--- src/rtl/lvds_bm_pkg.sv ---
package lvds_bm_pkg;

  // Physical channel count of the link.
  localparam int CHANS = 2;

  // Mode flags, packed to match control register bits [3:0].
  typedef struct packed {
    logic swap;
    logic rgb18;
    logic single;
    logic intf_en;
  } mode_t;

endpackage

--- src/rtl/lvds_bm_regs.sv ---
module lvds_bm_regs
  import lvds_bm_pkg::*;
#(
  parameter int LANES  = 4,
  parameter int SLOTS  = 7,
  parameter int SEL_W  = 5,
  parameter int ADDR_W = 4,
  parameter int DATA_W = 32
) (
  input  logic                         clk,
  input  logic                         rst,
  input  logic                         wr,
  input  logic [ADDR_W-1:0]            addr,
  input  logic [DATA_W-1:0]            wdata,
  output logic [DATA_W-1:0]            rdata,
  output mode_t                        mode,
  output logic [CHANS*LANES-1:0]       lane_en,
  output logic [CHANS-1:0]             clk_en,
  output logic                         ser_en,
  output logic [LANES*SLOTS*SEL_W-1:0] sel_flat
);

  localparam int SLOTS_LO = 4;
  localparam int SLOTS_HI = SLOTS - SLOTS_LO;
  localparam int FLD      = 8;
  localparam int MODE_W   = 4;
  localparam int CTRL_W   = MODE_W + CHANS*LANES + CHANS;
  localparam int A_CTRL   = 0;
  localparam int A_SER    = 1;
  localparam int A_SEL0   = 2;
  localparam int NSEL     = LANES*SLOTS;

  logic [CTRL_W-1:0] ctrl_q;
  logic              ser_q;
  logic [SEL_W-1:0]  sel_q [NSEL];
  logic [DATA_W-1:0] rd_mux;
  logic              unused_wbits;

  assign unused_wbits = ^wdata;

  always_ff @(posedge clk) begin
    if (rst) begin
      ctrl_q <= '0;
      ser_q  <= 1'b0;
      for (int i = 0; i < NSEL; i++) sel_q[i] <= '0;
    end else if (wr) begin
      if (addr == ADDR_W'(A_CTRL)) ctrl_q <= wdata[CTRL_W-1:0];
      if (addr == ADDR_W'(A_SER))  ser_q  <= wdata[0];
      for (int l = 0; l < LANES; l++) begin
        if (addr == ADDR_W'(A_SEL0 + 2*l)) begin
          for (int j = 0; j < SLOTS_LO; j++)
            sel_q[l*SLOTS + j] <= wdata[j*FLD +: SEL_W];
        end
        if (addr == ADDR_W'(A_SEL0 + 2*l + 1)) begin
          for (int j = 0; j < SLOTS_HI; j++)
            sel_q[l*SLOTS + SLOTS_LO + j] <= wdata[j*FLD +: SEL_W];
        end
      end
    end
  end

  always_comb begin
    rd_mux = '0;
    if (addr == ADDR_W'(A_CTRL)) rd_mux[CTRL_W-1:0] = ctrl_q;
    if (addr == ADDR_W'(A_SER))  rd_mux[0] = ser_q;
    for (int l = 0; l < LANES; l++) begin
      if (addr == ADDR_W'(A_SEL0 + 2*l)) begin
        for (int j = 0; j < SLOTS_LO; j++)
          rd_mux[j*FLD +: SEL_W] = sel_q[l*SLOTS + j];
      end
      if (addr == ADDR_W'(A_SEL0 + 2*l + 1)) begin
        for (int j = 0; j < SLOTS_HI; j++)
          rd_mux[j*FLD +: SEL_W] = sel_q[l*SLOTS + SLOTS_LO + j];
      end
    end
  end

  always_ff @(posedge clk) begin
    if (rst) rdata <= '0;
    else     rdata <= rd_mux;
  end

  assign mode    = mode_t'(ctrl_q[MODE_W-1:0]);
  assign lane_en = ctrl_q[MODE_W +: CHANS*LANES];
  assign clk_en  = ctrl_q[MODE_W + CHANS*LANES +: CHANS];
  assign ser_en  = ser_q;

  for (genvar i = 0; i < NSEL; i++) begin : g_sel_out
    assign sel_flat[i*SEL_W +: SEL_W] = sel_q[i];
  end

endmodule

--- src/rtl/lvds_bm_mux.sv ---
module lvds_bm_mux #(
  parameter int SLOTS = 7,
  parameter int SEL_W = 5
) (
  input  logic [(1<<SEL_W)-1:0] src,
  input  logic [SLOTS*SEL_W-1:0] sel,
  output logic [SLOTS-1:0]       word
);

  // One full-width selector per bit slot of the lane.
  for (genvar k = 0; k < SLOTS; k++) begin : g_slot
    assign word[k] = src[sel[k*SEL_W +: SEL_W]];
  end

endmodule

--- src/rtl/lvds_bm_shift.sv ---
module lvds_bm_shift #(
  parameter int SLOTS = 7
) (
  input  logic             clk,
  input  logic             rst,
  input  logic             clr,
  input  logic             load,
  input  logic             adv,
  input  logic             en,
  input  logic [SLOTS-1:0] din,
  output logic             q
);

  logic [SLOTS-1:0] sh;

  // The highest slot leaves first; a load replaces a shift.
  always_ff @(posedge clk) begin
    if (rst || clr)  sh <= '0;
    else if (load)   sh <= en ? din : '0;
    else if (adv)    sh <= {sh[SLOTS-2:0], 1'b0};
  end

  assign q = sh[SLOTS-1];

endmodule

--- src/rtl/lvds_bitmux_ser.sv ---
module lvds_bitmux_ser
  import lvds_bm_pkg::*;
#(
  parameter int               LANES      = 4,
  parameter int               SLOTS      = 7,
  parameter int               SEL_W      = 5,
  parameter int               PIX_W      = 27,
  parameter int               ADDR_W     = 4,
  parameter int               DATA_W     = 32,
  parameter int               SETTLE_CYC = 16,
  parameter logic [SLOTS-1:0] CLK_PAT    = 7'b1100011
) (
  input  logic                   clk,
  input  logic                   rst,
  input  logic                   bit_en,
  input  logic [PIX_W-1:0]       pix_a,
  input  logic [PIX_W-1:0]       pix_b,
  input  logic                   reg_wr,
  input  logic [ADDR_W-1:0]      reg_addr,
  input  logic [DATA_W-1:0]      reg_wdata,
  output logic [DATA_W-1:0]      reg_rdata,
  output logic [CHANS*LANES-1:0] ser_data,
  output logic [CHANS-1:0]       ser_clk,
  output logic                   pix_stb
);

  localparam int NCH   = CHANS;
  localparam int SRC_W = 1 << SEL_W;
  localparam int CNT_W = $clog2(SLOTS);
  localparam int ST_W  = $clog2(SETTLE_CYC + 1);
  localparam int LSEL  = SLOTS*SEL_W;

  mode_t                   mode;
  logic [NCH*LANES-1:0]    lane_en;
  logic [NCH-1:0]          clk_en;
  logic                    ser_en;
  logic [LANES*LSEL-1:0]   sel_flat;
  logic                    md_single;
  logic                    md_rgb18;

  lvds_bm_regs #(
    .LANES(LANES), .SLOTS(SLOTS), .SEL_W(SEL_W),
    .ADDR_W(ADDR_W), .DATA_W(DATA_W)
  ) u_regs (
    .clk(clk), .rst(rst), .wr(reg_wr), .addr(reg_addr), .wdata(reg_wdata),
    .rdata(reg_rdata), .mode(mode), .lane_en(lane_en), .clk_en(clk_en),
    .ser_en(ser_en), .sel_flat(sel_flat)
  );

  assign md_single = mode.single;
  assign md_rgb18  = mode.rgb18;

  // Activation: both enables, then a settle interval.
  logic            go;
  logic            active;
  logic            run;
  logic [ST_W-1:0] scnt;

  assign go  = ser_en & mode.intf_en;
  assign run = active & go;

  always_ff @(posedge clk) begin
    if (rst || !go) begin
      scnt   <= '0;
      active <= 1'b0;
    end else if (!active) begin
      if (scnt == ST_W'(SETTLE_CYC - 1)) active <= 1'b1;
      else                               scnt   <= scnt + 1'b1;
    end
  end

  // Slot counter, pixel load and strobe.
  logic [CNT_W-1:0] cnt;
  logic             load_px;
  logic             adv;

  assign adv     = run & bit_en;
  assign load_px = adv & (cnt == '0);

  always_ff @(posedge clk) begin
    if (rst || !run)  cnt <= '0;
    else if (bit_en)  cnt <= (cnt == CNT_W'(SLOTS - 1)) ? '0 : cnt + 1'b1;
  end

  always_ff @(posedge clk) begin
    if (rst) pix_stb <= 1'b0;
    else     pix_stb <= load_px;
  end

  // Pixel sources widened to the select range; spare bits read 0.
  logic [SRC_W-1:0] src [NCH];
  assign src[0] = SRC_W'(pix_a);
  assign src[1] = SRC_W'(pix_b);

  logic [NCH-1:0] clk_on;

  for (genvar p = 0; p < NCH; p++) begin : g_ch
    logic [SRC_W-1:0] csrc;
    logic             ch_kill;

    assign csrc = mode.swap ? src[NCH-1-p] : src[p];

    if (p == 0) begin : g_k0
      assign ch_kill = 1'b0;
    end else begin : g_k1
      assign ch_kill = md_single;
    end

    assign clk_on[p] = clk_en[p] & ~ch_kill;

    lvds_bm_shift #(.SLOTS(SLOTS)) u_clk_lane (
      .clk(clk), .rst(rst), .clr(~run), .load(load_px), .adv(adv),
      .en(clk_on[p]), .din(CLK_PAT), .q(ser_clk[p])
    );

    for (genvar l = 0; l < LANES; l++) begin : g_lane
      logic [SLOTS-1:0] word;
      logic             on;

      lvds_bm_mux #(.SLOTS(SLOTS), .SEL_W(SEL_W)) u_mux (
        .src(csrc), .sel(sel_flat[l*LSEL +: LSEL]), .word(word)
      );

      if (l == LANES - 1) begin : g_top
        assign on = lane_en[p*LANES + l] & ~ch_kill & ~md_rgb18;
      end else begin : g_low
        assign on = lane_en[p*LANES + l] & ~ch_kill;
      end

      lvds_bm_shift #(.SLOTS(SLOTS)) u_lane (
        .clk(clk), .rst(rst), .clr(~run), .load(load_px), .adv(adv),
        .en(on), .din(word), .q(ser_data[p*LANES + l])
      );
    end
  end

endmodule

--- config.mk ---
export PLATFORM = sky130hd
export DESIGN_NAME = lvds_bitmux_ser
export DESIGN_NICKNAME = d
export VERILOG_FILES = /design/src/rtl/lvds_bm_pkg.sv /design/src/rtl/lvds_bm_regs.sv /design/src/rtl/lvds_bm_mux.sv /design/src/rtl/lvds_bm_shift.sv /design/src/rtl/lvds_bitmux_ser.sv
export SDC_FILE = /design/constraint.sdc
export NUM_CORES = 1
export LEC_CHECK = 0
export BUFFER_PORTS_ARGS = -buffer_cell sky130_fd_sc_hd__buf_2
export CAP_MARGIN = 20
export CORE_ASPECT_RATIO = 0.7
export CORE_MARGIN = 1
export CORE_UTILIZATION = 30
export CTS_CLUSTER_DIAMETER = 150
export CTS_CLUSTER_SIZE = 14
export DETAILED_ROUTE_END_ITERATION = 6
export HOLD_SLACK_MARGIN = 0.1
export PLACE_DENSITY_LB_ADDON = 0.12
export SLEW_MARGIN = 20
export SYNTH_ARGS = -nofsm -noshare
export SYNTH_HDL_FRONTEND = slang
export SYNTH_HIERARCHICAL = 1
export SYNTH_SLANG_ARGS = --single-unit
--- constraint.sdc ---
create_clock -name clk -period 12.12 [get_ports clk]
set_input_delay 0 -clock clk [delete_from_list [all_inputs] [get_ports clk]]
set_output_delay 0 -clock clk [all_outputs]
set_load 0.03 [all_outputs]
**Yosys cells after proc, flatten, opt, wreduce, memory -nomap -nowiden**

Memory sizes are Yosys's and may differ from the RTL's.
Index checks and enable logic that the tools add are counted.

- $add $sub $neg: 2
- Order comparisons: 28
- Eq/ne operators: 11
- Muxes and demuxes: 239
- Bitwise operators: 45
- Reductions and logical operators: 12

Operators with widths:

| operator | number |
|---|---|
| binary-select mux 1 bit (select 5 bit) | 56 |
| two-way mux 5 bit | 56 |
| two-way mux 7 bit | 30 |
| < comparator 5 x 6 -> 1 bit, second input constant | 28 |
| two-way mux 1 bit | 93 |
| two-way mux 27 bit | 2 |
| OR 1 bit | 28 |
| equality test 4 x 3 -> 1 bit, second input constant | 4 |
| two-way mux 14 bit | 1 |
| AND 1 bit | 11 |
| equality test 4 x 2 -> 1 bit, second input constant | 2 |
| equality test 4 bit, second input constant | 2 |
| inverter 1 bit | 6 |
| AND reduction 2 bit | 3 |
| adder 5 x 1 -> 5 bit, second input constant | 1 |
| equality test 5 x 4 -> 1 bit, second input constant | 1 |
| equality test 4 x 1 -> 1 bit, second input constant | 1 |
| logical NOT 4 bit | 1 |
| adder 3 x 1 -> 3 bit, second input constant | 1 |
| equality test 3 bit, second input constant | 1 |
| logical NOT 3 bit | 1 |
| logical OR 1 bit | 3 |
| two-way mux 3 bit | 1 |
| logical NOT 1 bit | 2 |
| 2 further kinds | 2 |

- Register bits after elaboration: 127
- Bits in writable memories: 140
- Bits of input ports: 94
- Output and inout port bits: 43
- Word-level logic and storage cells: 357
- Memories kept: 1

Memory list:

| memory | words | bits a word | rd ports | clocked after Yosys merged registers in | wr ports | line | source |
|---|---|---|---|---|---|---|---|
| u_regs.sel_q | 28 | 5 | 28 | 0 | 28 | lvds_bm_regs.sv:35 | `logic [SEL_W-1:0] sel_q [NSEL];` |

**Logic depth before layout (Yosys ltp)**

Gate-level depths: netlist (run 1).

- Depth after elaboration: 11
- Gate-level depth with buffers: 10

**Cells and area by module**

The synthesis (run 1) kept the hierarchy.

By module, submodules not included:

| module | times used | cells an instance | area each (µm²) | seq. area each (µm²) |
|---|---|---|---|---|
| lvds_bm_mux | 8 | 287 | 2277.2 | 0.0 |
| lvds_bm_regs | 1 | 632 | 7684.9 | 4984.8 |
| lvds_bm_shift | 10 | 32 | 337.8 | 140.1 |
| lvds_bitmux_ser | 1 | 119 | 1122.3 | 200.2 |

**Worst setup path before layout (run 1)**

OpenSTA, ideal clock, no wires.

- Kind: register -> register
- From: register u_regs.ser_q (netlist: u_regs/ser_en)
- To: register g_ch[0].g_lane[0].u_lane.sh[1]
- Setup time: 0.094 ns
- Arrival time: 6.299 ns
- Path slack: 5.726 ns
- Stages on the path, launching flop included: 5
- Path buffers: 0
- Path through: dfxtp_1 -> nand4_1 -> nor4_1 -> inv_1 -> a211oi_1

- Longest elaborated chain between the ends: 5
- Elaborated cells between the ends (all ways): 8
- Classes of those cells: 1 x mux; 5 x bitwise; 2 x reduce/logical

RTL lines:

| element | line | source |
|---|---|---|
| start: declaration | lvds_bm_regs.sv:34 | `logic ser_q;` |
| start signal: assignment | lvds_bm_regs.sv:48 | `if (addr == ADDR_W'(A_SER)) ser_q <= wdata[0];` |
| AND 1 bit (*) | lvds_bitmux_ser.sv:59 | `assign go = ser_en & mode.intf_en;` |
| AND 1 bit (*) | lvds_bitmux_ser.sv:60 | `assign run = active & go;` |
| AND 1 bit (*) | lvds_bitmux_ser.sv:77 | `assign adv = run & bit_en;` |
| AND 1 bit (*) | lvds_bitmux_ser.sv:78 | `assign load_px = adv & (cnt == '0);` |
| net load_px | lvds_bitmux_ser.sv:74 | `logic load_px;` |
| two-way mux 7 bit / nonzero test 2 bit (equally long branches) | n/a |  |
| end signal: assignment | lvds_bm_shift.sv:19 | `else if (load) sh <= en ? din : '0;` |
| end signal: assignment | lvds_bm_shift.sv:20 | `else if (adv) sh <= {sh[SLOTS-2:0], 1'b0};` |
| end: declaration | lvds_bm_shift.sv:14 | `logic [SLOTS-1:0] sh;` |

The timed path passes the listed nets; every way through them passes the cells marked *.
A chain may end at the register's enable or synchronous reset.

**Worst setup path after layout (run 1)**

- From: register u_regs.ctrl_q[3]
- To: register g_ch[0].g_lane[1].u_lane.sh[3]

- Longest elaborated chain between the ends: 5

RTL lines:

| element | line | source |
|---|---|---|
| start: declaration | lvds_bm_regs.sv:33 | `logic [CTRL_W-1:0] ctrl_q;` |
| start signal: assignment | lvds_bm_regs.sv:47 | `if (addr == ADDR_W'(A_CTRL)) ctrl_q <= wdata[CTRL_W-1:0];` |
| two-way mux 27 bit | lvds_bitmux_ser.sv:101 | `assign csrc = mode.swap ? src[NCH-1-p] : src[p];` |
| net g_ch[0].csrc[19] | lvds_bitmux_ser.sv:98 | `logic [SRC_W-1:0] csrc;` |
| binary-select mux 1 bit (select 5 bit) | lvds_bm_mux.sv:12 | `assign word[k] = src[sel[k*SEL_W +: SEL_W]];` |
| two-way mux 1 bit (not written as such) | lvds_bm_mux.sv:12 |  |
| net g_ch[0].g_lane[1].word[3] | lvds_bitmux_ser.sv:117 | `logic [SLOTS-1:0] word;` |
| two-way mux 7 bit (2 in a row) | lvds_bm_shift.sv:19 |  |
| end signal: assignment | lvds_bm_shift.sv:19 |  |
| end signal: assignment | lvds_bm_shift.sv:20 |  |
| end: declaration | lvds_bm_shift.sv:14 |  |

The timed path passes the listed nets, and every way through them passes these cells. The select of a mux whose other input is x is not followed.

==> results of run 1 <==
[worst paths after layout]
path / depth (start not counted) / slack, ps / end / from
min reg2reg: 1 / 480 / u_regs/rdata[13]$_SDFF_PP0_ / u_regs/ctrl_q[13]$_SDFFE_PP0P_
max reg2reg: 10 / 8630 / g_ch[0].g_lane[1].u_lane/sh[3]$_SDFFE_PP0P_ / u_regs/ctrl_q[3]$_SDFFE_PP0P_
min: 4 / 190 / u_regs/ctrl_q[6]$_SDFFE_PP0P_ / reg_wdata[6]
max: 10 / 8630 / g_ch[0].g_lane[1].u_lane/sh[3]$_SDFFE_PP0P_ / u_regs/ctrl_q[3]$_SDFFE_PP0P_
[power by group through the flow]
stage,logic [µW],clock network [µW],registers [µW]
6_report,1060,738,1050
5_1_grt,1120,786,1060
4_1_cts,1040,768,1050
3_5_place_dp,1020,0,1070
3_3_place_gp,1030,0,1070
2_1_floorplan,754,0,1040
[sequential cells by signal, summed over array words and instances (netlist names)]
name and flops:
g_ch.g_lane.u_lane/sh 56, cnt 3, g_ch.u_clk_lane/sh 14, pix_stb 1, u_regs/sel_q 140, u_regs/ctrl_q 14, active 1, u_regs/rdata 24
u_regs/ser_en 1, scnt 5
[worst reg2reg max path, cell delays in order, from the launching register on]
cell	delay, ps
dfxtp_2	360
buf_4	540
mux2_2	360
buf_4	520
mux2i_1	200
a22oi_1	250
nand4b_1	130
a21oi_1	140
a311o_1	330
a21boi_0	190
a211oi_1	310
[metal layers]
layer	share of wire (%)	GRT usage [%]
met2	43	41.7
met4	2.8	6.82
met5	0.021	0
met3	8.2	4.72
met1	46	38.3
[stage by stage]
stage               hold slack (ps)  total power (µW)  std cells  instance area (µm²)  util [%]
global placement                233              2090       5031                32300      32.2
finish                          191              2850       5101                33300      33.2
floorplan                      71.6              1790       3666                31500         -
CTS                             149              2850       5101                33300      33.2
detailed placement              245              2090       5031                32300      32.2
global route                    212              2960       5101                33300      33.2
[cell families after synthesis]
kind of cell | count (synthesis) | share of synthesized area [%]
AO/OA/AOI/OAI | 743 | 17.4
XOR/XNOR | 2 | 0.0576
AND/OR/NAND/NOR | 1067 | 17.9
other | 3 | 0.0370
adder cells (fa/ha/maj) | 2 | 0.0823
multiplexers | 1050 | 34.8
flip-flops | 259 | 21.7
buffers and inverters | 241 | 8.01
[final cells by class]
cell class	instances	share of cell area [%]
tap	1336	5.02
clock inverter	1	0.0263
inverter	49	0.560
timing repair buffer	253	5.05
clock buffer	37	1.89
sequential	259	19.8
multi-input combinational	3166	67.7
[cells in the final DEF, fill, tap and decap left out, drive strengths merged, types with 5 or more instances in the layout]
cell         count
nand4b          58
mux2i          991
a22o             5
a221oi           6
edfxtp         140
and2            60
o2bb2ai          5
a222oi           5
nand2b          86
nand3          134
dlygate4sd3     32
nor2           191
o22ai            9
conb           302
buf            221
or2             12
nor2b           65
nor3b            8
dfxtp          119
nand2          356
clkbuf          37
o21ai           14
nand3b           8
a21oi          198
or3b            10
inv             49
a311o           56
a22oi          227
a211oi         125
mux2            58
o211ai           7
a21boi          60
and2b           58
==> metrics, run 1 <==
final setup TNS 0 ps; Antenna Cells 0; CTS tree done; Crit. End Element flip-flop; Sw Ratio about 40%; status finished, violations left; H-tree Lvls 1; Seq pwr share a little under two fifths; Post-Route WL roughly 140000 µm; max-cap violations 0; I/O pin total ~140; post-synth top area cell mux2i_1; pin count of the biggest net entering global routing 55; die footprint between 100000 and 150000 µm²; CTS buffer count 22; drt pass-1 iters 7; Comb power frac 37.2%; drt wl/cell roughly 28 µm; synthesized area per cell 9.03 µm²; Crit Path Category reg -> reg; family with the most delay on the worst path compound AO/OA/AOI/OAI gates; die height 268 µm; clock net sink count ~260; Lkg Pwr approximately 0.014 µW; Max Freq ~290 MHz; fin worst setup slack 8630 ps; number of synthesized register bits approximately 260; RSZ-0062 raised after global routing no; vias in the first global route 25800; Post-synth top cells mux2i_1, nand2_1, a22oi_1; gr usage total 26.9%; Sw Pwr 1140 µW; Worst Path Max Fanout between 50 and 60; Synth Instances 3367; routability cong. roughly 0.85; drt drc 10; VDD IR-drop max between 0.08 and 0.09 mV; CTS Hold Bufs 32; Main synth FF type edfxtp_1; remaining antenna violation count 0; EDFF count, synth 140; failing checks DRC; worst min path class in -> reg; Setup-failing EPs final 0; Hold Vio Cnt, Final 0; top post-synthesis cells by area mux2i_1, edfxtp_1, dfxtp_1; max_slew headroom between 20% and 30%; share of flip-flops with an asynchronous set or reset 0%; clk buf depth 3; synthesized area 30400 µm²; drt first-iter violations between 3000 and 4000; clock root buffer master clkbuf_16; Port Buffers 120; post-synthesis sequential area ratio a little over a fifth; Worst Clk Skew about 44 ps; max incr delay on CP 540 ps; share of the synthesized area in the top cell type 32.6%; fin crit period approximately 3500 ps; GRT overflow 0; row cnt 97; Netlist cell types 70; Initial Util between 30% and 40%; Worst-Skew Late Latency 600 ps; routed vias roughly 28000; CP required ~13000 ps; Cell Chain, Critical Path buf_4 > mux2_2 > buf_4 > mux2i_1 > a22oi_1 > nand4b_1 > a21oi_1 > a311o_1 > a21boi_0 > a211oi_1; Slew Limit Fails 0; FF+latch area 6590 µm²; Die X around 380 µm; period utilization ~29%; Startpoint Class flip-flop; WP data arrival 3960 ps; Layout Nets 3847; Yosys warning count 6; footprint of the multi-input gates ~23000 µm²; CTS resizes 0; Core Footprint roughly 100000 µm²; CP most frequent cell buf_4; CP max-delay cell buf_4; most frequent cell after synthesis mux2i_1; Fill cells ~11000; Post-Place Worst Slack 8720 ps; share of cells above drive strength 1 just under 9%; slew at the pin closest to its max-slew limit 1110 ps; drt via density 5.57; initial antenna violation count 8; post-DP HPWL roughly 86000 µm; cell internal pwr between 1500 and 2000 µW; global-route wire length before repair 199000 µm; number of buffers added for setup after CTS 0; synthesis-to-layout area growth 9.44%; worst path buffer plus inverter count 2; clock share of power roughly 26%; Reg clk slew, reported paths roughly 90 ps; Pwr Density around 86 nW/µm²
(Power assumes the default switching activity.)
==> run 2: changes to the inputs <==
Clock period 12.12 ns to 3.2 ns, I/O delays scaled along.
==> metrics, run 2 (synthesized netlist as in run 1, its figures left out) <==
status finished, violations left; failing checks DRC; biggest regs u_regs/sel_q (140), g_ch.g_lane.u_lane/sh (56), u_regs/rdata (24); max_slew headroom 29.8% (+3.6 points); Crit Path Category reg -> reg; final setup TNS 0 ps (unchanged); drt wl/cell 27.9 µm (-0.93%); global-route wire length before repair 203000 µm (+1.9%); I/O pin total 137 (unchanged); Cell Area, Placed 33900 µm² (+4.9%); share of cells above drive strength 1 11.2% (+2.5 points); Final Cell Area 34900 µm² (+4.8%); Slew Limit Fails 0 (unchanged); gr usage total 27.3% (+0.39 points); drt drc 18 (+8); commonest non-fill, non-tap cell in the layout mux2i_1; drt pass-1 iters 7 (unchanged); Pwr Density 317 nW/µm² (+270%); Fill cells 10600 (+0.29%); GRT overflow 0 (unchanged); Post-Route WL 145000 µm (+1.3%); clock net sink count 259 (unchanged); CTS buffer count 22 (unchanged); Worst Path Max Fanout 38 (-30%); drt via density 5.62 (+0.90%); number of flip-flops in the largest register 140 (unchanged); max-cap violations 0 (unchanged); CTS tree done; non-filler instance count after layout 5215 (+2.2%); die footprint 103000 µm² (unchanged); initial antenna violation count 12 (+4); Initial Util 30.3% (unchanged); Layout Nets 3956 (+2.8%); CP required 3660 ps (-8920 ps); WP data arrival 3400 ps (-560 ps); vias in the first global route 26800 (+3.8%); synthesis-to-layout area growth 14.7%; footprint of the multi-input gates 22500 µm² (about the same); VDD IR-drop max 0.333 mV (+280%); Largest Register u_regs/sel_q; routed vias 29300 (+3.2%); Startpoint Class flip-flop; pin count of the biggest net entering global routing 91 (+65%); placed cell count 5138 (+2.1%); Hold Path Depth 3 (-1); routability cong. 0.944 (+11%); Max Freq 340 MHz (+19%); Die X 382 µm (unchanged); post-DP HPWL 102000 µm (+20%); slew at the pin closest to its max-slew limit 1050 ps (-54.7 ps); fin crit period 2940 ps (-555 ps); Crit. End Element flip-flop; Hold Vio Cnt, Final 0 (unchanged); most frequent cells in the layout mux2i_1, nand2_1, conb_1, a22oi_1, nor2_1; clk buf depth 3 (unchanged); remaining antenna violation count 0 (unchanged); Core Footprint 100000 µm² (unchanged); Setup-failing EPs final 0 (unchanged); Worst-Skew Late Latency 610 ps (about the same); Reg2Reg Depth 10 (unchanged); period utilization 91.8% (+63 points); Worst Clk Skew 40.3 ps (-3.43 ps); clock root buffer master clkbuf_16; worst min path class in -> reg; Lkg Pwr 0.0150 µW (+5.7%); drt first-iter violations 3385 (-1.1%); RSZ-0062 raised after global routing no; die height 268 µm (unchanged); row cnt 97 (unchanged); H-tree Lvls 1 (unchanged); FF+latch area 6590 µm² (unchanged); Port Buffers 120 (unchanged); Reg clk slew, reported paths 80 ps (about the same)
## run 2: power breakdown
part	internal, µW	switching, µW	leakage [µW]	total, µW
registers	3660	369	0.00231	4030
logic	1660	2550	0.0124	4220
clock network	1300	1510	0.000300	2820
total	6620	4430	0.0150	11100
## run 2: path summary, 6_finish.rpt
kind	startpoint	endpoint	slack (ps)
setup reg to reg	u_regs/ctrl_q[3]$_SDFFE_PP0P_	g_ch[0].g_lane[2].u_lane/sh[6]$_SDFFE_PP0P_	260
hold reg to reg	scnt[1]$_SDFFE_PP0P_	scnt[1]$_SDFFE_PP0P_	480
setup / recovery	u_regs/ctrl_q[3]$_SDFFE_PP0P_	g_ch[0].g_lane[2].u_lane/sh[6]$_SDFFE_PP0P_	260
hold / removal	reg_wdata[20]	u_regs/sel_q[0][104]$_SDFFCE_PP0P_	150
## run 2: critical path, cell delays in order (launching register included)
cell      delay, ps
dfxtp_2         410
buf_12          230
mux2_2          700
buf_12          300
mux2i_1         290
a21oi_1         120
nand3_1          90
nand2_1          70
a311o_1         300
a21boi_0        200
a211oi_1         70
## run 2: metrics by stage
stage                     util, %  setup WS, ps  total power (µW)  hold WS [ps]
after global placement       33.8           342              8160           243
final                        34.8           261             11100           151
after floorplan                 -           361              6800          71.6
after detailed placement     33.8           382              8150           248
after global routing         34.8           191             11500           124
after CTS                    34.8           359             11000           114
## run 2: per-layer routing
layer,part of all wire (%),global-route usage (%),up-vias
met3,8.4,5.27,235
met5,0.089,0.741,-
li1,-,-,13500
met1,47,39.4,14200
met2,42,40.6,1359
met4,3.1,8.31,7
## run 2: timing repair
| action | 4_1_cts | 5_1_grt |
|---|---|---|
| endpoints found under the hold margin | 57 | 0 |
| gates resized for setup | 0 | 0 |
| setup buffers | 0 | 0 |
| hold buffers | 34 | 0 |
## run 2: final cells by class
type	instances	share of cell area [%]
Multi-Input combinational cell	3166	64.6
Sequential cell	259	18.9
Inverter	49	0.535
Clock buffer	37	1.74
Clock inverter	2	0.0718
Antenna cell	4	0.0287
Timing Repair Buffer	362	9.37
Tap cell	1336	4.79
